## src/rtl/gpio_pkg.sv

```systemverilog
// Shared definitions for the interrupt-capable GPIO controller.
// Assumes a 32-bit register bus and byte addresses with word stride.
package gpio_pkg;

    localparam int DATA_W  = 32;
    localparam int CTRL_W  = 8;
    localparam int TRIG_W  = 3;

    // Trigger codes held in control bits [7:5]
    localparam logic [TRIG_W-1:0] TRIG_LVL_HI = 3'd0;
    localparam logic [TRIG_W-1:0] TRIG_LVL_LO = 3'd1;
    localparam logic [TRIG_W-1:0] TRIG_RISE   = 3'd2;
    localparam logic [TRIG_W-1:0] TRIG_FALL   = 3'd3;
    localparam logic [TRIG_W-1:0] TRIG_BOTH   = 3'd4;

    // Byte offsets of the shared words
    localparam int STATUS_OFS = 'h80;
    localparam int INPUT_OFS  = 'h84;

    // Per-line control word, MSB first
    typedef struct packed {
        logic [TRIG_W-1:0] trig;
        logic              out_lvl;
        logic              irq_en;
        logic              buf_en;
        logic              in_en;
        logic              out_en;
    } line_ctrl_t;

endpackage

```

## src/rtl/gpio_sync.sv

```systemverilog
// Two-stage synchroniser for a vector of asynchronous pad inputs.
// Assumes each bit is an independent slow signal; no bus coherence is implied.
module gpio_sync #(
    parameter int W = 32
) (
    input  logic         clk,
    input  logic         rst_n,
    input  logic [W-1:0] async_in,
    output logic [W-1:0] sync_out
);

    logic [W-1:0] stage1_q;
    logic [W-1:0] stage2_q;

    // Shift pad values through two flops
    always_ff @(posedge clk) begin
        if (!rst_n) begin
            stage1_q <= '0;
            stage2_q <= '0;
        end else begin
            stage1_q <= async_in;
            stage2_q <= stage1_q;
        end
    end

    assign sync_out = stage2_q;

endmodule

```

## src/rtl/gpio_trig_detect.sv

```systemverilog
// Per-line event detector: compares the synchronised value with its value one
// cycle earlier and applies the line's trigger code. Assumes inputs are
// already synchronous.
module gpio_trig_detect
    import gpio_pkg::*;
#(
    parameter int W = 32
) (
    input  logic              clk,
    input  logic              rst_n,
    input  logic [W-1:0]      cur_in,
    input  logic [W*TRIG_W-1:0] trig_flat,
    output logic [W-1:0]      evt
);

    logic [W-1:0] prev_q;

    // Remember last cycle's synchronised input
    always_ff @(posedge clk) begin
        if (!rst_n) prev_q <= '0;
        else        prev_q <= cur_in;
    end

    for (genvar i = 0; i < W; i++) begin : g_line
        logic [TRIG_W-1:0] code;
        assign code = trig_flat[i*TRIG_W +: TRIG_W];

        // Select the event condition for this line
        always_comb begin
            unique case (code)
                TRIG_LVL_HI: evt[i] = cur_in[i];
                TRIG_LVL_LO: evt[i] = ~cur_in[i];
                TRIG_RISE:   evt[i] = cur_in[i] & ~prev_q[i];
                TRIG_FALL:   evt[i] = ~cur_in[i] & prev_q[i];
                TRIG_BOTH:   evt[i] = cur_in[i] ^ prev_q[i];
                default:     evt[i] = 1'b0;
            endcase
        end
    end

endmodule

```

## src/rtl/gpio_pending.sv

```systemverilog
// Sticky pending-bit store with write-one-to-clear; a set on the same edge
// as a clear wins. Assumes set and clr are synchronous one-cycle pulses.
module gpio_pending #(
    parameter int W = 32
) (
    input  logic         clk,
    input  logic         rst_n,
    input  logic [W-1:0] set,
    input  logic [W-1:0] clr,
    output logic [W-1:0] pend
);

    logic [W-1:0] pend_q;

    // Apply clear, then set, to each pending bit
    always_ff @(posedge clk) begin
        if (!rst_n) pend_q <= '0;
        else        pend_q <= (pend_q & ~clr) | set;
    end

    assign pend = pend_q;

    for (genvar i = 0; i < W; i++) begin : g_chk
        AST_SET_WINS: assert property (@(posedge clk) disable iff (!rst_n)
            set[i] |=> pend[i]);
        AST_W1C_CLEARS: assert property (@(posedge clk) disable iff (!rst_n)
            (clr[i] && !set[i]) |=> !pend[i]);
        AST_PEND_STICKY: assert property (@(posedge clk) disable iff (!rst_n)
            (pend[i] && !clr[i]) |=> pend[i]);
        AST_NO_SPURIOUS: assert property (@(posedge clk) disable iff (!rst_n)
            (!pend[i] && !set[i]) |=> !pend[i]);
    end

endmodule

```

## src/rtl/gpio_irq_ctrl.sv

```systemverilog
// GPIO controller top: per-line control words, pad drive, synchronised input
// readback, event detection and pending storage with two interrupt outputs.
// Assumes N_LINES <= 32 and ADDR_W >= 8; reads are combinational.
module gpio_irq_ctrl
    import gpio_pkg::*;
#(
    parameter int N_LINES = 32,
    parameter int ADDR_W  = 8
) (
    input  logic              clk,
    input  logic              rst_n,
    input  logic              bus_sel,
    input  logic              bus_wr,
    input  logic [ADDR_W-1:0] bus_addr,
    input  logic [DATA_W-1:0] bus_wdata,
    output logic [DATA_W-1:0] bus_rdata,
    input  logic [N_LINES-1:0] pad_in,
    output logic [N_LINES-1:0] pad_out,
    output logic [N_LINES-1:0] pad_oe,
    output logic [N_LINES-1:0] irq_vec,
    output logic              irq_any
);

    localparam int TFLAT_W = N_LINES * TRIG_W;

    line_ctrl_t          ctrl_q [N_LINES];
    logic [N_LINES-1:0]  hit_ctrl;
    logic                hit_stat;
    logic                hit_in;
    logic                wr_en;
    logic [N_LINES-1:0]  sync_in;
    logic [N_LINES-1:0]  evt;
    logic [N_LINES-1:0]  irq_en_v;
    logic [N_LINES-1:0]  in_en_v;
    logic [N_LINES-1:0]  pend;
    logic [N_LINES-1:0]  set_v;
    logic [N_LINES-1:0]  clr_v;
    logic [TFLAT_W-1:0]  trig_flat;

    assign wr_en    = bus_sel & bus_wr;
    assign hit_stat = bus_sel && (bus_addr == ADDR_W'(STATUS_OFS));
    assign hit_in   = bus_sel && (bus_addr == ADDR_W'(INPUT_OFS));

    for (genvar i = 0; i < N_LINES; i++) begin : g_line
        assign hit_ctrl[i] = bus_sel && (bus_addr == ADDR_W'(4 * i));

        // Hold the line's control word
        always_ff @(posedge clk) begin
            if (!rst_n)                     ctrl_q[i] <= '0;
            else if (wr_en && hit_ctrl[i])  ctrl_q[i] <= line_ctrl_t'(bus_wdata[CTRL_W-1:0]);
        end

        assign pad_oe[i]  = ctrl_q[i].out_en & ctrl_q[i].buf_en;
        assign pad_out[i] = ctrl_q[i].out_en & ctrl_q[i].out_lvl;
        assign irq_en_v[i] = ctrl_q[i].irq_en;
        assign in_en_v[i]  = ctrl_q[i].in_en;
        assign trig_flat[i*TRIG_W +: TRIG_W] = ctrl_q[i].trig;
    end

    gpio_sync #(.W(N_LINES)) u_sync (
        .clk      (clk),
        .rst_n    (rst_n),
        .async_in (pad_in),
        .sync_out (sync_in)
    );

    gpio_trig_detect #(.W(N_LINES)) u_detect (
        .clk       (clk),
        .rst_n     (rst_n),
        .cur_in    (sync_in),
        .trig_flat (trig_flat),
        .evt       (evt)
    );

    assign set_v = evt & irq_en_v;
    assign clr_v = (wr_en && hit_stat) ? bus_wdata[N_LINES-1:0] : '0;

    gpio_pending #(.W(N_LINES)) u_pend (
        .clk   (clk),
        .rst_n (rst_n),
        .set   (set_v),
        .clr   (clr_v),
        .pend  (pend)
    );

    assign irq_vec = pend & irq_en_v;
    assign irq_any = |irq_vec;

    // Read-data mux for control, status and input words
    always_comb begin
        bus_rdata = '0;
        for (int i = 0; i < N_LINES; i++) begin
            if (hit_ctrl[i]) bus_rdata = DATA_W'(ctrl_q[i]);
        end
        if (hit_stat) bus_rdata = DATA_W'(pend);
        if (hit_in)   bus_rdata = DATA_W'(sync_in & in_en_v);
    end

    for (genvar i = 0; i < N_LINES; i++) begin : g_chk
        AST_MASKED_NO_SET: assert property (@(posedge clk) disable iff (!rst_n)
            $rose(pend[i]) |-> $past(irq_en_v[i]));
    end
    AST_ANY_NEEDS_PEND: assert property (@(posedge clk) disable iff (!rst_n)
        irq_any |-> (pend != '0));

endmodule

```

## config.mk

```make
export PLATFORM = sky130hd
export DESIGN_NAME = gpio_irq_ctrl
export DESIGN_NICKNAME = d
export VERILOG_FILES = /design/src/rtl/gpio_pkg.sv /design/src/rtl/gpio_sync.sv /design/src/rtl/gpio_trig_detect.sv /design/src/rtl/gpio_pending.sv /design/src/rtl/gpio_irq_ctrl.sv
export SDC_FILE = /design/constraint.sdc
export NUM_CORES = 1
export LEC_CHECK = 0
export ABC_AREA = 1
export BUFFER_PORTS_ARGS = -buffer_cell sky130_fd_sc_hd__buf_2
export CORE_MARGIN = 2
export CORE_UTILIZATION = 37
export CTS_CLUSTER_SIZE = 24
export DETAILED_ROUTE_END_ITERATION = 7
export GPL_TIMING_DRIVEN = 0
export PLACE_DENSITY = 0.55
export SYNTH_ARGS = -nofsm -noshare
export SYNTH_HDL_FRONTEND = slang
export SYNTH_SLANG_ARGS = --single-unit
```

## constraint.sdc

```tcl
create_clock -name clk -period 2.95 [get_ports clk]
set_input_delay 0.1475 -clock clk [delete_from_list [all_inputs] [get_ports clk]]
set_output_delay 0.1475 -clock clk [all_outputs]
set_load 0.1 [all_outputs]
```

==> results.json <==
{
  "max_slew.worst_pin.slew_ns": 1.253,
  "rows": 83,
  "hold_violations": 0,
  "synth_edf_count": 256,
  "route.detailed.drc": 0,
  "power.internal_w": 0.009484,
  "hold_ws_ns": 0.09589,
  "fmax_ghz": 0.2511,
  "min_period_over_period": 1.350,
  "synth_seq_cells": 384,
  "grt_pass1_wl_um": 101000,
  "drt_iter0_drc": 1774,
  "final_area_sq_um": 23680,
  "final_common_cell": "nand2_1",
  "critical_path_class": "reg2out",
  "postPlaceCellArea_sq_um": 21110,
  "drive_gt1_frac": 0.1531,
  "pwr-share-seq": 0.470,
  "grt_util_all_layers": 0.2537,
  "syn_inst": 2338,
  "switching_share": 0.2834,
  "post-dp-hpwl_um": 51320,
  "cts_tree": "built",
  "syn_avg_cell_area_sq_um": 8.233,
  "io_buffer_count": 201,
  "final_net_count": 2803,
  "power_density_nw_per_um2": 558.8,
  "rsz0062_at_grt": "yes",
  "r2r_slack_ns": 1.18,
  "drt_wl_total_um": 69140,
  "relSlewSlack": 0.1562,
  "syn_nets": 2478,
  "diodes": 0,
  "ys.flop_type": "edfxtp_1",
  "async_reset_ff_frac": 0,
  "vias_per_cell": 5.141,
  "outcome": "complete, but fails checks",
  "die_y_um": 232.1,
  "dp_slack_ns": -1.381,
  "p_sw_w": 0.003751,
  "fin_ws_ns": -1.032,
  "drv_cap": 0,
  "clockBufferDepth": 3,
  "multi_input_area_sq_um": 7431,
  "violations": "setup timing",
  "clockPowerShare": 0.413,
  "cp.arrival_ns": 3.83,
  "synth_area_sq_um": 19250,
  "mostFrequentLayoutCells": "nand2_1, inv_1, nor2_1",
  "design.die.area_sq_um": 53870,
  "ys_seq_area_frac": 0.5325,
  "core_area_sq_um": 51410,
  "final-max-slew-violation-count": 0,
  "grt-ovfl-total": 0,
  "ant_nets": 0,
  "gp_congestion": 0.9592,
  "area_growth_pct": 23.04,
  "first_global_vias": 16680,
  "combPwrFrac": 0.118,
  "yosysWarningCount": 0,
  "die_w_um": 232.1,
  "cts_buffers": 45,
  "cts_sinks": 384,
  "root_buffer": "clkbuf_16",
  "synthDistinctLibCells": 31,
  "fill_cells": 5052,
  "skew_ns": 0.01102,
  "register_area_sq_um": 10250,
  "critPathMaxFanout": 2,
  "grt_max_degree": 14,
  "antenna_found_initial": 1,
  "ir_drop_uv": 361.6,
  "p_leak_nw": 10.93,
  "finalSetupViolCount": 8,
  "htree_levels": 2,
  "initial_core_util": 0.3745,
  "min_path_type": "in2reg",
  "worstSetupEndpointType": "primary output",
  "cp-start-kind": "flip-flop",
  "clkTransAtPathRegs_ns": 0.06,
  "clk_latency_ns": 0.58,
  "num_vias": 17360,
  "io_pins": 205,
  "layout_min_cycle_time_ns": 3.982,
  "drt-pass1-iter-count": 5,
  "avgRoutedWirePerCell_um": 20.47,
  "cp.required_ns": 2.80
}
[registers in the layout, summed over array words and instances (netlist names)]
| signal | cells |
|---|---|
| ctrl_q | 256 |
| u_detect.prev_q | 32 |
| u_pend.pend | 32 |
| u_sync.stage1_q | 32 |
| u_sync.sync_out | 32 |
[power groups by stage]
stage / Combinational [W] / Sequential (W) / Clock [W]
final: 0.00156 / 0.00621 / 0.00546
after global routing: 0.00166 / 0.00624 / 0.00575
after CTS: 0.00154 / 0.00621 / 0.00551
after detailed placement: 0.00145 / 0.00632 / 0
after global placement: 0.00142 / 0.00631 / 0
after floorplan: 0.00101 / 0.00624 / 0
[final cells by class]
cell class / instances / share of cell area
repair buffers: 279 / 0.07792
clock buffers: 53 / 0.05161
flip-flops and latches: 384 / 0.4328
multi-input cells: 1456 / 0.3138
clock inverters: 28 / 0.008188
well taps: 680 / 0.03592
plain buffers: 67 / 0.01115
inverters: 430 / 0.06868
[synthesized netlist by cell type (6+ instances only)]
| cell type | n | area [sq um] |
|---|---|---|
| nor2_4 | 7 | 78.83 |
| or2_2 | 15 | 93.84 |
| nand2_1 | 501 | 1881 |
| dfxtp_1 | 128 | 2562 |
| nand4_1 | 60 | 375.4 |
| xnor2_1 | 20 | 175.2 |
| inv_2 | 8 | 30.03 |
| o22ai_1 | 49 | 306.5 |
| o21ai_0 | 80 | 400.4 |
| ha_1 | 64 | 800.8 |
| inv_1 | 420 | 1577 |
| edfxtp_1 | 256 | 7687 |
| a21oi_1 | 76 | 380.4 |
| nor3_1 | 25 | 125.1 |
| nor2_1 | 387 | 1453 |
| clkbuf_1 | 62 | 232.7 |
| a32o_1 | 24 | 240.2 |
| nand3_1 | 123 | 615.6 |
| o41ai_1 | 6 | 52.55 |
[through the flow]
stage | power, W | utilization | std cells | setup TNS, ns
after global placement | 0.007735 | 0.4106 | 3219 | -34.60
after global routing | 0.01365 | 0.4607 | 3377 | -7.262
after CTS | 0.01326 | 0.4560 | 3366 | -6.580
final | 0.01323 | 0.4607 | 3377 | -5.764
after floorplan | 0.007257 | - | 2338 | 0
after detailed placement | 0.007770 | 0.4106 | 3219 | -37.28
[worst max-delay path: stages (launching register included)]
cell and delay (ns):
edfxtp_1 0.38, inv_1 0.06, nor2_1 0.04, nand2_1 0.13
nand3_2 0.11, nor2_4 0.12, nand4_1 0.13, nand2_1 0.10
nand4_1 0.15, nor2_2 0.15, nand4_1 0.13, nor2_2 0.14
nand4_1 0.10, nor2_1 0.12, nand4_1 0.15, nor2_2 0.19
nand3_2 0.11, nand2_2 0.08, nand4_1 0.12, nor2_2 0.17
nand4_1 0.30, buf_12 0.28
[per-layer routing]
| metal | up-vias | wire length [um] | track usage |
|---|---|---|---|
| met3 | 180 | 5384 | 0.04064 |
| met1 | 8266 | 29610 | 0.3447 |
| met4 | 2 | 3473 | 0.1298 |
| li1 | 8161 | - | - |
| met5 | - | 13 | 0 |
| met2 | 751 | 30660 | 0.3909 |
[kinds of logic after synthesis]
| group | after synthesis | synth area share |
|---|---|---|
| XOR/XNOR | 20 | 0.009100 |
| flip-flops | 384 | 0.5325 |
| AND/OR/NAND/NOR | 1137 | 0.2478 |
| AO/OA/AOI/OAI | 235 | 0.07169 |
| buffers and inverters | 498 | 0.09737 |
| adder cells (fa/ha/maj) | 64 | 0.04160 |
[final timing paths]
path	from	to	cells past startpoint
worst max-delay path	ctrl_q[0][4]	bus_rdata[4]	21
worst min-delay path	bus_wdata[7]	ctrl_q[1][7]	3
worst max register to register	u_sync.sync_out[3]	u_pend.pend[3]	5
worst min register to register	u_sync.stage1_q[2]	u_sync.sync_out[2]	2
[repair_timing]
action | 4_1_cts | 5_1_grt
buffers inserted | 11 | 11
hold endpoints to repair | 56 | 0
pin swaps | 27 | 46
endpoints found under the setup margin | 40 | 31
hold buffers | 56 | 0
gates resized for setup | 82 | 42
No activity file was read; power rests on OpenSTA's default activity.
